### src/rtl/tx_exc_pkg.sv
package tx_exc_pkg;

    localparam int DEF_CNT_W   = 10;
    localparam int DEF_SLOT    = 512;
    localparam int DEF_SQE_WIN = 40;

    typedef struct packed {
        logic lcar;
        logic lcol;
    } frame_flags_t;

    typedef enum logic {
        SQ_IDLE = 1'b0,
        SQ_WAIT = 1'b1
    } sqe_state_e;

    function automatic logic any_fault(input logic jab, input logic lf);
        return jab | lf;
    endfunction

endpackage

### src/rtl/tx_bit_timer.sv
module tx_bit_timer #(
    parameter int CNT_W = tx_exc_pkg::DEF_CNT_W
) (
    input  logic             clk,
    input  logic             rst,
    input  logic             bit_en,
    input  logic             tx_active,
    output logic             tx_start,
    output logic             tx_end,
    output logic [CNT_W-1:0] cnt_eff
);
    localparam logic [CNT_W-1:0] CNT_MAX = '1;

    logic             tx_q;
    logic [CNT_W-1:0] cnt;

    assign tx_start = tx_active & ~tx_q;
    assign tx_end   = ~tx_active & tx_q;
    assign cnt_eff  = tx_start ? '0 : cnt;

    always_ff @(posedge clk) begin
        if (rst) begin
            tx_q <= 1'b0;
            cnt  <= '0;
        end else begin
            tx_q <= tx_active;
            if (tx_start)
                cnt <= '0;
            else if (tx_active && bit_en && cnt != CNT_MAX)
                cnt <= cnt + 1'b1;
        end
    end

    // the count holds at its top value while the frame continues
    p_cnt_saturates_r6: assert property (@(posedge clk) disable iff (rst)
        (tx_active && !tx_start && cnt == CNT_MAX) |=> cnt == CNT_MAX);

endmodule

### src/rtl/tx_frame_chk.sv
module tx_frame_chk
    import tx_exc_pkg::*;
#(
    parameter int CNT_W = DEF_CNT_W,
    parameter int SLOT  = DEF_SLOT
) (
    input  logic             clk,
    input  logic             rst,
    input  logic             tx_active,
    input  logic             tx_start,
    input  logic             tx_end,
    input  logic [CNT_W-1:0] cnt_eff,
    input  logic             carrier,
    input  logic             collision,
    input  logic             tbase_mode,
    input  logic             jabber,
    input  logic             link_fail,
    output frame_flags_t     flags,
    output logic             abort_pulse,
    output logic             norm_col,
    output logic             lcol_event
);
    localparam logic [CNT_W-1:0] SLOT_C = CNT_W'(SLOT);

    logic late_now;
    logic car_seen;
    logic car_dropped;
    logic tp_fault;

    assign late_now   = collision & tx_active & (cnt_eff > SLOT_C);
    assign norm_col   = collision & tx_active & ~late_now;
    assign lcol_event = late_now & ~flags.lcol;

    always_ff @(posedge clk) begin
        if (rst) begin
            flags       <= '0;
            abort_pulse <= 1'b0;
            car_seen    <= 1'b0;
            car_dropped <= 1'b0;
            tp_fault    <= 1'b0;
        end else if (tx_start) begin
            flags       <= '0;
            abort_pulse <= 1'b0;
            car_seen    <= carrier;
            car_dropped <= 1'b0;
            tp_fault    <= any_fault(jabber, link_fail);
        end else begin
            if (tx_active) begin
                car_seen <= car_seen | carrier;
                if (car_seen && !carrier)
                    car_dropped <= 1'b1;
                if (any_fault(jabber, link_fail))
                    tp_fault <= 1'b1;
            end
            if (tx_end)
                flags.lcar <= tbase_mode ? tp_fault : (~car_seen | car_dropped);
            abort_pulse <= lcol_event;
            if (late_now)
                flags.lcol <= 1'b1;
        end
    end

    // a frame start leaves both per-frame flags clear
    p_start_clears_r9: assert property (@(posedge clk) disable iff (rst)
        tx_start |=> (!flags.lcar && !flags.lcol));

    // late flag only rises after a collision during transmission
    p_late_needs_col_r4: assert property (@(posedge clk) disable iff (rst)
        $rose(flags.lcol) |-> ($past(collision) && $past(tx_active)));

    // abort lasts exactly one cycle
    p_abort_single_r4: assert property (@(posedge clk) disable iff (rst)
        abort_pulse |=> !abort_pulse);

    // an in-slot collision never leads to an abort
    p_norm_no_abort_r5: assert property (@(posedge clk) disable iff (rst)
        (norm_col && !flags.lcol) |=> !abort_pulse);

endmodule

### src/rtl/tx_sqe_chk.sv
module tx_sqe_chk
    import tx_exc_pkg::*;
#(
    parameter int SQE_WIN = DEF_SQE_WIN
) (
    input  logic clk,
    input  logic rst,
    input  logic bit_en,
    input  logic tx_start,
    input  logic tx_end,
    input  logic collision,
    input  logic tbase_mode,
    input  logic link_fail,
    input  logic lcol_event,
    input  logic err_clear,
    output logic sqe_err,
    output logic err_sum
);
    localparam int WIN_W = $clog2(SQE_WIN);
    localparam logic [WIN_W-1:0] WIN_LAST = WIN_W'(SQE_WIN - 1);

    sqe_state_e       st;
    logic [WIN_W-1:0] win;
    logic             miss;
    logic             tp_set;
    logic             sqe_set;

    assign miss    = (st == SQ_WAIT) & ~collision & bit_en & (win == WIN_LAST) & ~tx_start;
    assign tp_set  = tx_end & tbase_mode & link_fail;
    assign sqe_set = miss | tp_set;

    always_ff @(posedge clk) begin
        if (rst) begin
            st      <= SQ_IDLE;
            win     <= '0;
            sqe_err <= 1'b0;
            err_sum <= 1'b0;
        end else begin
            if (tx_start) begin
                st <= SQ_IDLE;
            end else if (tx_end && !tbase_mode) begin
                st  <= SQ_WAIT;
                win <= '0;
            end else if (st == SQ_WAIT) begin
                if (collision || miss)
                    st <= SQ_IDLE;
                else if (bit_en)
                    win <= win + 1'b1;
            end

            if (sqe_set)
                sqe_err <= 1'b1;
            else if (err_clear)
                sqe_err <= 1'b0;

            if (sqe_set || lcol_event)
                err_sum <= 1'b1;
            else if (err_clear)
                err_sum <= 1'b0;
        end
    end

    // a set heartbeat error is always reflected in the summary bit
    p_sum_covers_sqe_r8: assert property (@(posedge clk) disable iff (rst)
        sqe_err |-> err_sum);

    // the window counter never passes its last slot
    p_win_bounded_r7: assert property (@(posedge clk) disable iff (rst)
        (st == SQ_WAIT) |-> (win <= WIN_LAST));

    // clear without a set empties both sticky bits
    p_clear_works_r9: assert property (@(posedge clk) disable iff (rst)
        (err_clear && !sqe_set && !lcol_event) |=> (!sqe_err && !err_sum));

endmodule

### src/rtl/tx_exc_mon.sv
module tx_exc_mon
    import tx_exc_pkg::*;
#(
    parameter int CNT_W   = DEF_CNT_W,
    parameter int SLOT    = DEF_SLOT,
    parameter int SQE_WIN = DEF_SQE_WIN
) (
    input  logic clk,
    input  logic rst,
    input  logic bit_en,
    input  logic tx_active,
    input  logic carrier,
    input  logic collision,
    input  logic tbase_mode,
    input  logic jabber,
    input  logic link_fail,
    input  logic err_clear,
    output logic lost_carrier,
    output logic late_col,
    output logic abort_tx,
    output logic no_retry,
    output logic norm_col,
    output logic exc_irq,
    output logic sqe_err,
    output logic err_sum
);
    logic             tx_start;
    logic             tx_end;
    logic [CNT_W-1:0] cnt_eff;
    logic             lcol_event;
    frame_flags_t     flags;
    frame_flags_t     flags_q;

    tx_bit_timer #(.CNT_W(CNT_W)) u_timer (
        .clk      (clk),
        .rst      (rst),
        .bit_en   (bit_en),
        .tx_active(tx_active),
        .tx_start (tx_start),
        .tx_end   (tx_end),
        .cnt_eff  (cnt_eff)
    );

    tx_frame_chk #(.CNT_W(CNT_W), .SLOT(SLOT)) u_frame (
        .clk        (clk),
        .rst        (rst),
        .tx_active  (tx_active),
        .tx_start   (tx_start),
        .tx_end     (tx_end),
        .cnt_eff    (cnt_eff),
        .carrier    (carrier),
        .collision  (collision),
        .tbase_mode (tbase_mode),
        .jabber     (jabber),
        .link_fail  (link_fail),
        .flags      (flags),
        .abort_pulse(abort_tx),
        .norm_col   (norm_col),
        .lcol_event (lcol_event)
    );

    tx_sqe_chk #(.SQE_WIN(SQE_WIN)) u_sqe (
        .clk       (clk),
        .rst       (rst),
        .bit_en    (bit_en),
        .tx_start  (tx_start),
        .tx_end    (tx_end),
        .collision (collision),
        .tbase_mode(tbase_mode),
        .link_fail (link_fail),
        .lcol_event(lcol_event),
        .err_clear (err_clear),
        .sqe_err   (sqe_err),
        .err_sum   (err_sum)
    );

    always_ff @(posedge clk) begin
        if (rst) flags_q <= '0;
        else     flags_q <= flags;
    end

    assign lost_carrier = flags.lcar;
    assign late_col     = flags.lcol;
    assign no_retry     = flags.lcar | flags.lcol;
    assign exc_irq      = (flags.lcar & ~flags_q.lcar) | (flags.lcol & ~flags_q.lcol);

    // heartbeat error alone raises no interrupt
    p_sqe_no_irq_r8: assert property (@(posedge clk) disable iff (rst)
        ($rose(sqe_err) && !$rose(lost_carrier) && !$rose(late_col)) |-> !exc_irq);

    // no_retry accompanies a carrier fault
    p_lcar_no_retry_r2: assert property (@(posedge clk) disable iff (rst)
        lost_carrier |-> no_retry);

endmodule

### config.mk
export PLATFORM = sky130hd
export DESIGN_NAME = tx_exc_mon
export DESIGN_NICKNAME = d
export VERILOG_FILES = /design/src/rtl/tx_exc_pkg.sv /design/src/rtl/tx_bit_timer.sv /design/src/rtl/tx_frame_chk.sv /design/src/rtl/tx_sqe_chk.sv /design/src/rtl/tx_exc_mon.sv
export SDC_FILE = /design/constraint.sdc
export NUM_CORES = 1
export LEC_CHECK = 0
export BUFFER_PORTS_ARGS = -buffer_cell sky130_fd_sc_hd__clkbuf_2
export CORE_UTILIZATION = 50
export DETAILED_ROUTE_END_ITERATION = 8
export PLACE_DENSITY = 0.73
export SYNTH_ARGS = -nofsm -noshare
export SYNTH_HDL_FRONTEND = slang
export SYNTH_SLANG_ARGS = --single-unit
### constraint.sdc
create_clock -name clk -period 1.45 [get_ports clk]
set_input_delay 0.2175 -clock clk [delete_from_list [all_inputs] [get_ports clk]]
set_output_delay 0.2175 -clock clk [all_outputs]
set_load 0.1 [all_outputs]
* After elaboration in Yosys (flattened, before gate mapping)
Index checks and enable logic that the tools add are counted.
** Word-level totals
- Register bits after elaboration :: 28
- Input port bits :: 10
- Output and inout bits :: 8
- Word-level logic and storage cells :: 84
** Cells by class
- Add/sub/neg operators :: 2
- Magnitude comparators :: 1
- Eq/ne operators :: 3
- Mux-type cells :: 17
- Bitwise operators :: 29
- Reduce and logical (&&, ||, !) cells :: 18
** Operators with widths (number)
- $mux 6 :: 4
- $and 1x1->1 :: 14
- $mux 1 :: 12
- $reduce_bool 2->1 :: 6
- $add 10x1->10 const B :: 1
- $gt 10x10->1 const B :: 1
- $mux 10 :: 1
- $ne 10x10->1 const B :: 1
- $not 1->1 :: 9
- $add 6x1->6 const B :: 1
- $eq 6x6->1 const B :: 1
- $or 1x1->1 :: 6
- $logic_and 1x1->1 :: 4
- $reduce_and 2->1 :: 2
- $reduce_and 4->1 :: 1
- $logic_not 1->1 :: 2
- $logic_or 1x1->1 :: 2
- $ne 2x1->1 const B :: 1
- $reduce_or 2->1 :: 1

* Longest topological paths before layout
Gate-level depths: netlist of the first run.
- Word-level depth :: 9
- Gate-level depth with buffers :: 5
- Mapped depth without buffers :: 5

* By module
A second synthesis of the first run with hierarchy kept.
** Second synthesis, totals
- Cell total of the unflattened synthesis :: 166
- Area total of the unflattened synthesis :: 1495.2 sq um
** Modules (own cells, without submodules)
- tx_bit_timer :: times used 1, cells each 76, area each 645.6 sq um
- tx_sqe_chk :: times used 1, cells each 50, area each 484.2 sq um
- tx_frame_chk :: times used 1, cells each 32, area each 294.0 sq um
- tx_exc_mon :: times used 1, cells each 8, area each 71.3 sq um

* Least setup slack after synthesis of the first run
OpenSTA, ideal clock, no wires.
- Path type :: reg-to-output
- Start :: register u_frame.flags[0] (netlist name)
- End :: output exc_irq
- Arrival :: 2643 ps
- Data required time :: 1233 ps
- Path slack :: -1410 ps
- Cell stages (with the launch flop) :: 3
- Buffers on the path :: 0
- Cells stage by stage :: dfxtp_1 > inv_1 > o22ai_1
** On the way
- Cells in the longest elaborated chain, start to end :: 2
** RTL lines
- $and 1x1->1 :: line tx_exc_mon.sv:85 : assign exc_irq = (flags.lcar & ~flags_q.lcar) | (flags.lcol & ~flags_q.lcol);
- $or 1x1->1 :: line tx_exc_mon.sv:85
- to (decl) :: line tx_exc_mon.sv:23 : output logic exc_irq,
No other way between the ends.

* Final worst setup path of the first run
- Start :: register u_timer.cnt[1]
- End :: output norm_col
** On the way
- Cells in the longest elaborated chain, start to end :: 5
** RTL lines
- from (decl) :: line tx_bit_timer.sv:15 : logic [CNT_W-1:0] cnt;
- from (signal assigned) :: line tx_bit_timer.sv:30 : cnt <= cnt + 1'b1;
- $mux 10 :: line tx_bit_timer.sv:19 : assign cnt_eff = tx_start ? '0 : cnt;
- $gt 10x10->1 :: line tx_frame_chk.sv:30 : assign late_now = collision & tx_active & (cnt_eff > SLOT_C);
- $and 1x1->1 :: line tx_frame_chk.sv:30
- $not 1->1 :: line tx_frame_chk.sv:31 : assign norm_col = collision & tx_active & ~late_now;
- $and 1x1->1 :: line tx_frame_chk.sv:31
- to (decl) :: line tx_exc_mon.sv:22 : output logic norm_col,
No other way between the ends.

==> flow_summary.json, run 1 <==
{
  "worstMarginPinSlew_ns": 0.549,
  "violations": "setup timing",
  "grt_max_degree": 16,
  "whs_ns": 0.0996,
  "portBuffers": 17,
  "grtUsageMet2": 0.416,
  "grt-busiest-layer": "met2",
  "synthFlopType": "dfxtp_1",
  "drt_iter0_drc": 60,
  "max_cap_viol_count": 0,
  "crit_type": "flop to output port",
  "grt_overflow": 0,
  "synthArstFlopShare": 0,
  "maxSlewHeadroom": 0.635,
  "coreArea_sq_mm": 0.00252,
  "dp.cells": 230,
  "timing.final.ws_setup_ns": -0.692,
  "stdcell_count": 236,
  "n_antenna_cell": 0,
  "rsz0062_at_grt": "yes",
  "die_x_microns": 54.0,
  "slew_violations": 0,
  "path_max_fanout": 2,
  "max-vdd-ir-drop_mv": 0.543,
  "syn_nets": 173,
  "worst_setup_path_start_kind": "flop",
  "synth-seq-area-share": 0.414,
  "initial_core_util": 0.537,
  "cts-root-buf": "clkbuf_4",
  "required_ns": 1.23,
  "synth_top_cell_area_share": 0.414,
  "cts_buffers": 3,
  "num_io_pins": 18,
  "timing.final.crit_share": 1.48,
  "cts_tree": "built",
  "final_nets": 220,
  "ys_warn_count": 0,
  "max_freq_mhz": 467,
  "fillCellCount": 179,
  "drt-vias-per-instance": 6.06,
  "first_pass_iters": 4,
  "synth-edff-count": 0,
  "grt.met3_usage": 0.0339,
  "fp.dieH_microns": 54.0,
  "setup_tns_ns": -1.44,
  "grt_usage": 0.251,
  "post-dp-hpwl_microns": 2490,
  "synthCells": 161,
  "num_rows": 18,
  "totalWireLength_microns": 3840,
  "drive_gt1_frac": 0.432,
  "setup_viol": 7,
  "synth_area_leaders": "dfxtp_1 41%, nor2_1 4.7%, nand2_1 4.4%",
  "synthesis.area_sq_mm": 0.00135,
  "grt_pass1_wl_microns": 5290,
  "cts_sinks": 28,
  "clockBufferDepth": 2,
  "hold_path.class": "input port to flop",
  "endpoint_kind": "output port",
  "antenna_left": 0,
  "drc_errors": 0,
  "wl_per_cell_microns": 16.3,
  "gp_congestion": 0.881,
  "layout_commonest_cell": "buf_4",
  "final_cell_mix": "28 x buf_4, 17 x dfxtp_1, 15 x nor2_1, 15 x nand2_1, 14 x clkbuf_2",
  "avgSynthCellArea_sq_um": 8.41,
  "power_density_mw_per_mm2": 670,
  "path_clk_slew_ns": 0.14,
  "grt_pass1_vias": 1217,
  "power_leakage_uw": 0.000738,
  "place_ws_ns": -0.290,
  "synth_cell_types": 42,
  "critPathArrivalTime_ns": 1.92,
  "fin_crit_ns": 2.14,
  "antenna_found_initial": 0,
  "timing.clock.skew_ns": 0.00285,
  "htreeDepth": 1,
  "vias": 1429,
  "status": "finished, violations left",
  "syn_to_final_growth_pct": 44.0,
  "dieArea_sq_mm": 0.00292,
  "synth_top_cell_by_area": "dfxtp_1",
  "clk-insertion-delay-late_ns": 0.32,
  "holdBufCountCts": 0,
  "gr-usage-met1": 0.341,
  "ys_ff_latch": 28,
  "hold_violations": 0
}
## metal layers
layer,share of wire,wire length (microns),up-vias
met5,0,0,-
met4,0.020,78,0
li1,-,-,685
met3,0.065,251,12
met2,0.49,1890,61
met1,0.42,1620,671
## worst max-delay path, cell delays in order, from the launching register on
cell	delay, ns
dfxtp_2	0.35
or4_4	0.54
o41ai_4	0.32
o211a_4	0.22
buf_12	0.17
## state kept, by name (all words and copies together) (netlist names)
register             flops
u_timer.cnt             10
u_sqe.win                6
flags_q                  2
u_frame.flags            2
u_frame.abort_pulse      1
u_frame.car_dropped      1
u_frame.car_seen         1
u_frame.tp_fault         1
u_sqe.err_sum            1
u_sqe.sqe_err            1
u_sqe.st                 1
u_timer.tx_q             1
## per-stage QoR
step	utilization	total power, uW	area (sq um)
after floorplan	-	901	1390
after global placement	0.689	976	1740
after detailed placement	0.689	979	1740
after CTS	0.718	1290	1810
after global routing	0.773	1350	1950
final	0.773	1310	1950
## kinds of logic (layout without fill, tap and decap cells)
kind of cell    count (synthesis)  after routing  share of synthesized area
buf+inv                        12             57                     0.0351
compound gates                 35             35                      0.184
xor+xnor                        6              6                     0.0388
fa+ha+maj                       2              2                     0.0185
simple gates                   77             77                      0.302
mux                             1              1                    0.00739
flops                          28             28                      0.414
## path summary, 6_finish.rpt
| check | start | endpoint | slack (ns) | cells after the start |
|---|---|---|---|---|
| max | u_timer.cnt[1]$_SDFFE_PP0P_ | norm_col | -0.69 | 4 |
| min | jabber | u_frame.tp_fault$_SDFFE_PP0P_ | 0.1 | 3 |
| min reg2reg | u_frame.tp_fault$_SDFFE_PP0P_ | u_frame.tp_fault$_SDFFE_PP0P_ | 0.47 | 2 |
| max reg2reg | u_timer.cnt[1]$_SDFFE_PP0P_ | u_sqe.err_sum$_SDFFE_PP0P_ | -0.23 | 5 |
## timing repair
item	4_1_cts	5_1_grt
gates resized for setup	13	27
pin swaps	5	13
setup endpoints to repair	11	19
buffers inserted	1	4
## cells in the mapped netlist (2+ instances only)
library cell,number
a32oi_1,2
nor2_1,17
or4_1,4
or3_1,3
inv_1,6
nand2_1,16
xnor2_1,6
ha_1,2
a21oi_1,9
nand3_1,8
a31oi_1,4
nor2b_1,4
nand4_1,4
a211oi_1,2
nor3b_1,2
and3b_1,2
nand3b_1,4
nand2b_1,4
o21ai_0,6
clkbuf_1,4
buf_2,2
dfxtp_1,28
nor3_1,3
## where the power goes
| group | internal (uW) | switching, uW | total (uW) | leakage (uW) |
|---|---|---|---|---|
| logic | 81.9 | 117 | 199 | 0.000492 |
| clock network | 97.6 | 222 | 320 | 0.0000138 |
| registers | 781 | 6.87 | 788 | 0.000232 |
| total | 960 | 346 | 1310 | 0.000738 |
## layout make-up
type / count / area, sq um / share of cell area
inverter: 6 / 26.3 / 0.0135
tap: 30 / 37.5 / 0.0193
timing repair buffer: 48 / 374 / 0.192
sequential: 28 / 574 / 0.295
multi-input combinational: 121 / 915 / 0.469
clock buffer: 3 / 22.5 / 0.0116
No activity file was read; power rests on OpenSTA's default activity.
==> inputs of run 2 (changes only) <==
Settings changed: SKIP_LAST_GASP set to 1.
==> run 2 against run 1 <==
Net effect: the flow still finishes with violations (setup timing); power is essentially flat; register-to-register slack gained 0.02 ns; final area is essentially flat; clock power is essentially flat; first-iteration DRC count shrank 35%; global-route usage is the same; combinational power is essentially flat; non-clock buffer count is the same; final cell count is the same; critical path type unchanged; critical endpoint unchanged; largest power group unchanged; highest routed layer unchanged.
==> flow_summary.json, run 2 (synthesis results as in run 1) <==
{
  "hold_depth": 3,
  "dp.cells": 230,
  "power_leakage_uw": 0.000737,
  "top_layer": "met4",
  "cts_buffers": 3,
  "path_max_fanout": 2,
  "crit_type": "flop to output port",
  "grt_pass1_vias": 1217,
  "post-dp-hpwl_microns": 2490,
  "max_freq_mhz": 472,
  "status": "finished, violations left",
  "initial_core_util": 0.537,
  "cts-root-buf": "clkbuf_4",
  "stdcell_count": 236,
  "timing.final.crit_share": 1.46,
  "largest-register": "u_timer.cnt",
  "worst_r2r_path_depth": 5,
  "antenna_left": 0,
  "hold_violations": 0,
  "cts_sinks": 28,
  "dr_wl_met3_microns": 275,
  "maxSlewHeadroom": 0.635,
  "setup_viol": 6,
  "die_x_microns": 54.0,
  "timing.clock.skew_ns": 0.00198,
  "final_cell_mix": "28 x buf_4, 15 x nor2_1, 15 x nand2_1",
  "fp.dieH_microns": 54.0,
  "cts_tree": "built",
  "vias": 1433,
  "hold_path.class": "input port to flop",
  "grt_overflow": 0,
  "slew_violations": 0,
  "grt_max_degree": 16,
  "drt-vias-per-instance": 6.07,
  "reg_top3": "u_timer.cnt x10, u_sqe.win x6",
  "drc_errors": 0,
  "antenna_found_initial": 0,
  "power_density_mw_per_mm2": 671,
  "setup_tns_ns": -1.26,
  "violations": "setup timing",
  "coreArea_sq_mm": 0.00252,
  "endpoint_kind": "output port",
  "wl_per_cell_microns": 16.7,
  "largest_reg_flops": 10,
  "met1_length_microns": 1680,
  "drive_gt1_frac": 0.442,
  "rsz0062_at_grt": "yes",
  "worstHoldEndpoint": "u_frame.tp_fault$_SDFFE_PP0P_",
  "required_ns": 1.23,
  "gp_congestion": 0.881,
  "clockBufferDepth": 2,
  "worstMarginPinSlew_ns": 0.550,
  "totalWireLength_microns": 3930,
  "dieArea_sq_mm": 0.00292,
  "worstReg2RegEnd": "u_frame.flags[0]$_SDFFE_PP0P_",
  "min-delay-start": "jabber",
  "worst_setup_path_start_kind": "flop",
  "fin_crit_ns": 2.12,
  "r2r-start": "u_timer.cnt[1]$_SDFFE_PP0P_",
  "reg2reg_slack_ns": -0.21,
  "final_nets": 220,
  "finalPower_uw": 1310,
  "path_clk_slew_ns": 0.14,
  "critPathArrivalTime_ns": 1.90,
  "n_antenna_cell": 0,
  "drt_iter0_drc": 39,
  "first_pass_iters": 4,
  "max-vdd-ir-drop_mv": 0.575,
  "clk-insertion-delay-late_ns": 0.32,
  "routed-wl-met2_microns": 1940,
  "grt_pass1_wl_microns": 5290,
  "holdBufCountCts": 0,
  "num_io_pins": 18,
  "htreeDepth": 1,
  "portBuffers": 17,
  "layout_commonest_cell": "buf_4",
  "syn_to_final_growth_pct": 43.9,
  "whs_ns": 0.103,
  "num_rows": 18,
  "max_cap_viol_count": 0,
  "grt_usage": 0.251,
  "timing.final.ws_setup_ns": -0.670
}
run 2: how the worst max path moves through the flow:
stage / start / end / depth (start not counted) / slack (ns)
final: u_timer.cnt[1]$_SDFFE_PP0P_ / norm_col / 4 / -0.67
after global routing: u_timer.cnt[1]$_SDFFE_PP0P_ / norm_col / 4 / -0.73
after detailed placement: u_timer.cnt[1]$_SDFFE_PP0P_ / norm_col / 4 / -0.29
after CTS: u_timer.cnt[1]$_SDFFE_PP0P_ / norm_col / 4 / -0.61
after floorplan: u_timer.cnt[1]$_SDFFE_PP0P_ / norm_col / 3 / -0.30
after global placement: u_timer.cnt[1]$_SDFFE_PP0P_ / norm_col / 4 / -0.27
run 2: report_power, final:
group	switching, uW	total (uW)	leakage [uW]	internal (uW)
clock	223	321	0.0000138	97.4
sequential	7.20	788	0.000233	781
combinational	118	199	0.000490	81.1
run 2: layout make-up:
type,instances,area [sq um]
Inverter,6,26.3
Fill cell,180,574
Timing Repair Buffer,48,374
Clock buffer,3,22.5
Sequential cell,28,578
Multi-Input combinational cell,121,910
Tap cell,30,37.5
run 2: repair_timing:
item | CTS | global route
pin swaps | 4 | 14
setup endpoints to repair | 11 | 19
setup buffers | 1 | 4
resized for setup | 13 | 29
run 2: through the flow:
step | utilization | area, sq um | setup slack (ns)
CTS | 0.718 | 1810 | -0.605
detailed placement | 0.689 | 1740 | -0.290
global route | 0.772 | 1950 | -0.729
floorplan | - | 1390 | -0.296
finish | 0.772 | 1950 | -0.670
global placement | 0.689 | 1740 | -0.267
run 2: per-layer routing:
metal / vias to the layer above / track usage
met5: - / 0
met4: 0 / 0.0641
met3: 5 / 0.0339
met2: 69 / 0.416
met1: 674 / 0.341
li1: 685 / -
run 2: critical path, stage by stage (launching register included):
cell and delay [ns]:
dfxtp_2 0.35, or4_4 0.54, o41ai_4 0.30, o211a_4 0.22, buf_12 0.17
==> inputs of run 3 (changes only) <==
Settings changed: CORE_UTILIZATION 50 to 55, PLACE_DENSITY 0.73 to 0.77, SLEW_MARGIN set to 30.
Clock period 1.45 ns to 2.7 ns, I/O delays scaled along.
==> run 3 against run 2 <==
Net effect: the flow now finishes without violations; critical path depth did not move; final cell count fell by 13%; sequential power fell by 46%; sequential share of layout area rose by 7.7 points; clock skew barely moved; critical endpoint unchanged; largest power group unchanged; highest routed layer unchanged.
==> flow_summary.json, run 3 (synthesis results as in run 1) <==
{
  "crit_type": "flop to output port",
  "status": "complete, no violations",
  "vias": 1261,
  "final_nets": 190,
  "portBuffers": 17,
  "htreeDepth": 1,
  "reg2reg_slack_ns": 0.98,
  "worstHoldEndpoint": "u_frame.tp_fault$_SDFFE_PP0P_",
  "slew_violations": 0,
  "maxSlewHeadroom": 0.606,
  "worst_setup_path_start_kind": "flop",
  "min-delay-start": "jabber",
  "cts_buffers": 3,
  "cts-root-buf": "clkbuf_4",
  "num_io_pins": 18,
  "initial_core_util": 0.595,
  "max-vdd-ir-drop_mv": 0.369,
  "critPathArrivalTime_ns": 2.09,
  "post-dp-hpwl_microns": 2150,
  "drt-vias-per-instance": 6.15,
  "syn_to_final_growth_pct": 10.9,
  "worst_r2r_path_depth": 5,
  "first_pass_iters": 4,
  "wl_per_cell_microns": 14.5,
  "cts_sinks": 28,
  "utilization": 0.660,
  "hold_depth": 3,
  "grt_pass1_wl_microns": 5010,
  "fp.dieH_microns": 51.6,
  "clockBufferDepth": 2,
  "endpoint_kind": "output port",
  "gp_congestion": 0.835,
  "die_x_microns": 51.6,
  "antenna_left": 0,
  "largest-register": "u_timer.cnt",
  "cts_setup_buffers": 0,
  "layout_commonest_cell": "dfxtp_1",
  "drt_iter0_drc": 32,
  "drc_errors": 0,
  "required_ns": 2.30,
  "power_leakage_uw": 0.000569,
  "holdBufCountCts": 0,
  "r2r-start": "u_sqe.win[0]$_SDFFE_PP0P_",
  "path_clk_slew_ns": 0.15,
  "dieArea_sq_mm": 0.00266,
  "n_antenna_cell": 0,
  "reg_top3": "u_timer.cnt x10, u_sqe.win x6",
  "hold_violations": 0,
  "totalWireLength_microns": 2970,
  "num_rows": 17,
  "worstReg2RegEnd": "u_sqe.win[2]$_SDFFE_PP0P_",
  "coreArea_sq_mm": 0.00228,
  "timing.final.crit_share": 0.923,
  "hold_path.class": "input port to flop",
  "drive_gt1_frac": 0.153,
  "rsz0062_at_grt": "no",
  "antenna_found_initial": 0,
  "fin_crit_ns": 2.49,
  "grt_usage": 0.255,
  "setup_viol": 0,
  "max_freq_mhz": 401,
  "max_cap_viol_count": 0,
  "path_max_fanout": 4,
  "grt_pass1_vias": 1129,
  "whs_ns": 0.277,
  "clk-insertion-delay-late_ns": 0.33,
  "final_cell_mix": "28 x dfxtp_1, 17 x nor2_1, 16 x nand2_1, 16 x clkbuf_2, 9 x a21oi_1",
  "grt_max_degree": 17,
  "timing.clock.skew_ns": 0.00215,
  "power_density_mw_per_mm2": 467,
  "grt_overflow": 0,
  "cts_tree": "built",
  "largest_reg_flops": 10,
  "worstMarginPinSlew_ns": 0.590,
  "cts_resized": 0,
  "setup_tns_ns": 0
}
-- run 3: cell count changes in the layout (fill, tap and decap cells not counted), moves of 3 or more --
cell     previous run  this run
buf_4              28         2
buf_6               3         0
buf_12              3         0
dfxtp_1            14        28
dfxtp_2            14         0
-- run 3: per-stage QoR --
stage / setup slack, ns / cell area [sq um] / std cells / total power, uW
after floorplan: 0.231 / 1360 / 161 / 482
after global placement: 0.600 / 1470 / 201 / 500
after detailed placement: 0.589 / 1470 / 201 / 502
after CTS: 0.191 / 1500 / 205 / 710
after global routing: 0.0888 / 1500 / 205 / 729
final: 0.207 / 1500 / 205 / 701
-- run 3: worst max-delay path, cell delays in order, from the launching register on --
cell and delay (ns):
dfxtp_1 0.37, or4_1 0.54, o41ai_2 0.38, o211a_1 0.19, buf_4 0.28
-- run 3: how the worst max path moves through the flow --
stage / startpoint / to / slack [ns] / cells past startpoint
floorplan: u_frame.flags[1]$_SDFFE_PP0P_ / exc_irq / 0.23 / 2
global placement: u_timer.cnt[8]$_SDFFE_PP0P_ / norm_col / 0.60 / 4
detailed placement: u_timer.cnt[8]$_SDFFE_PP0P_ / norm_col / 0.59 / 4
CTS: u_timer.cnt[8]$_SDFFE_PP0P_ / norm_col / 0.19 / 4
global route: u_timer.cnt[8]$_SDFFE_PP0P_ / norm_col / 0.09 / 4
finish: u_timer.cnt[8]$_SDFFE_PP0P_ / norm_col / 0.21 / 4
-- run 3: where the power goes --
group / switching, uW / leakage, uW / internal (uW) / total (uW)
Combinational: 49.7 / 0.000321 / 20.5 / 70.2
Sequential: 4.39 / 0.000227 / 419 / 424
Clock: 125 / 0.0000210 / 82.7 / 207
Total: 179 / 0.000569 / 522 / 701
-- run 3: routing by layer --
metal  routed length, microns  track usage  part of all wire  vias up
li1                         -            -                 -      622
met1                     1370        0.332              0.46      582
met2                     1360        0.422              0.46       52
met3                      191       0.0380             0.064        5
met4                       41       0.0991             0.014        0
met5                        0            0                 0        -
-- run 3: cell type report --
cell class | count | area (sq um)
timing repair buffer | 18 | 95.1
sequential | 28 | 561
clock buffer | 4 | 36.3
fill | 186 | 774
multi-input combinational | 121 | 752
tap | 28 | 35.0
inverter | 6 | 22.5
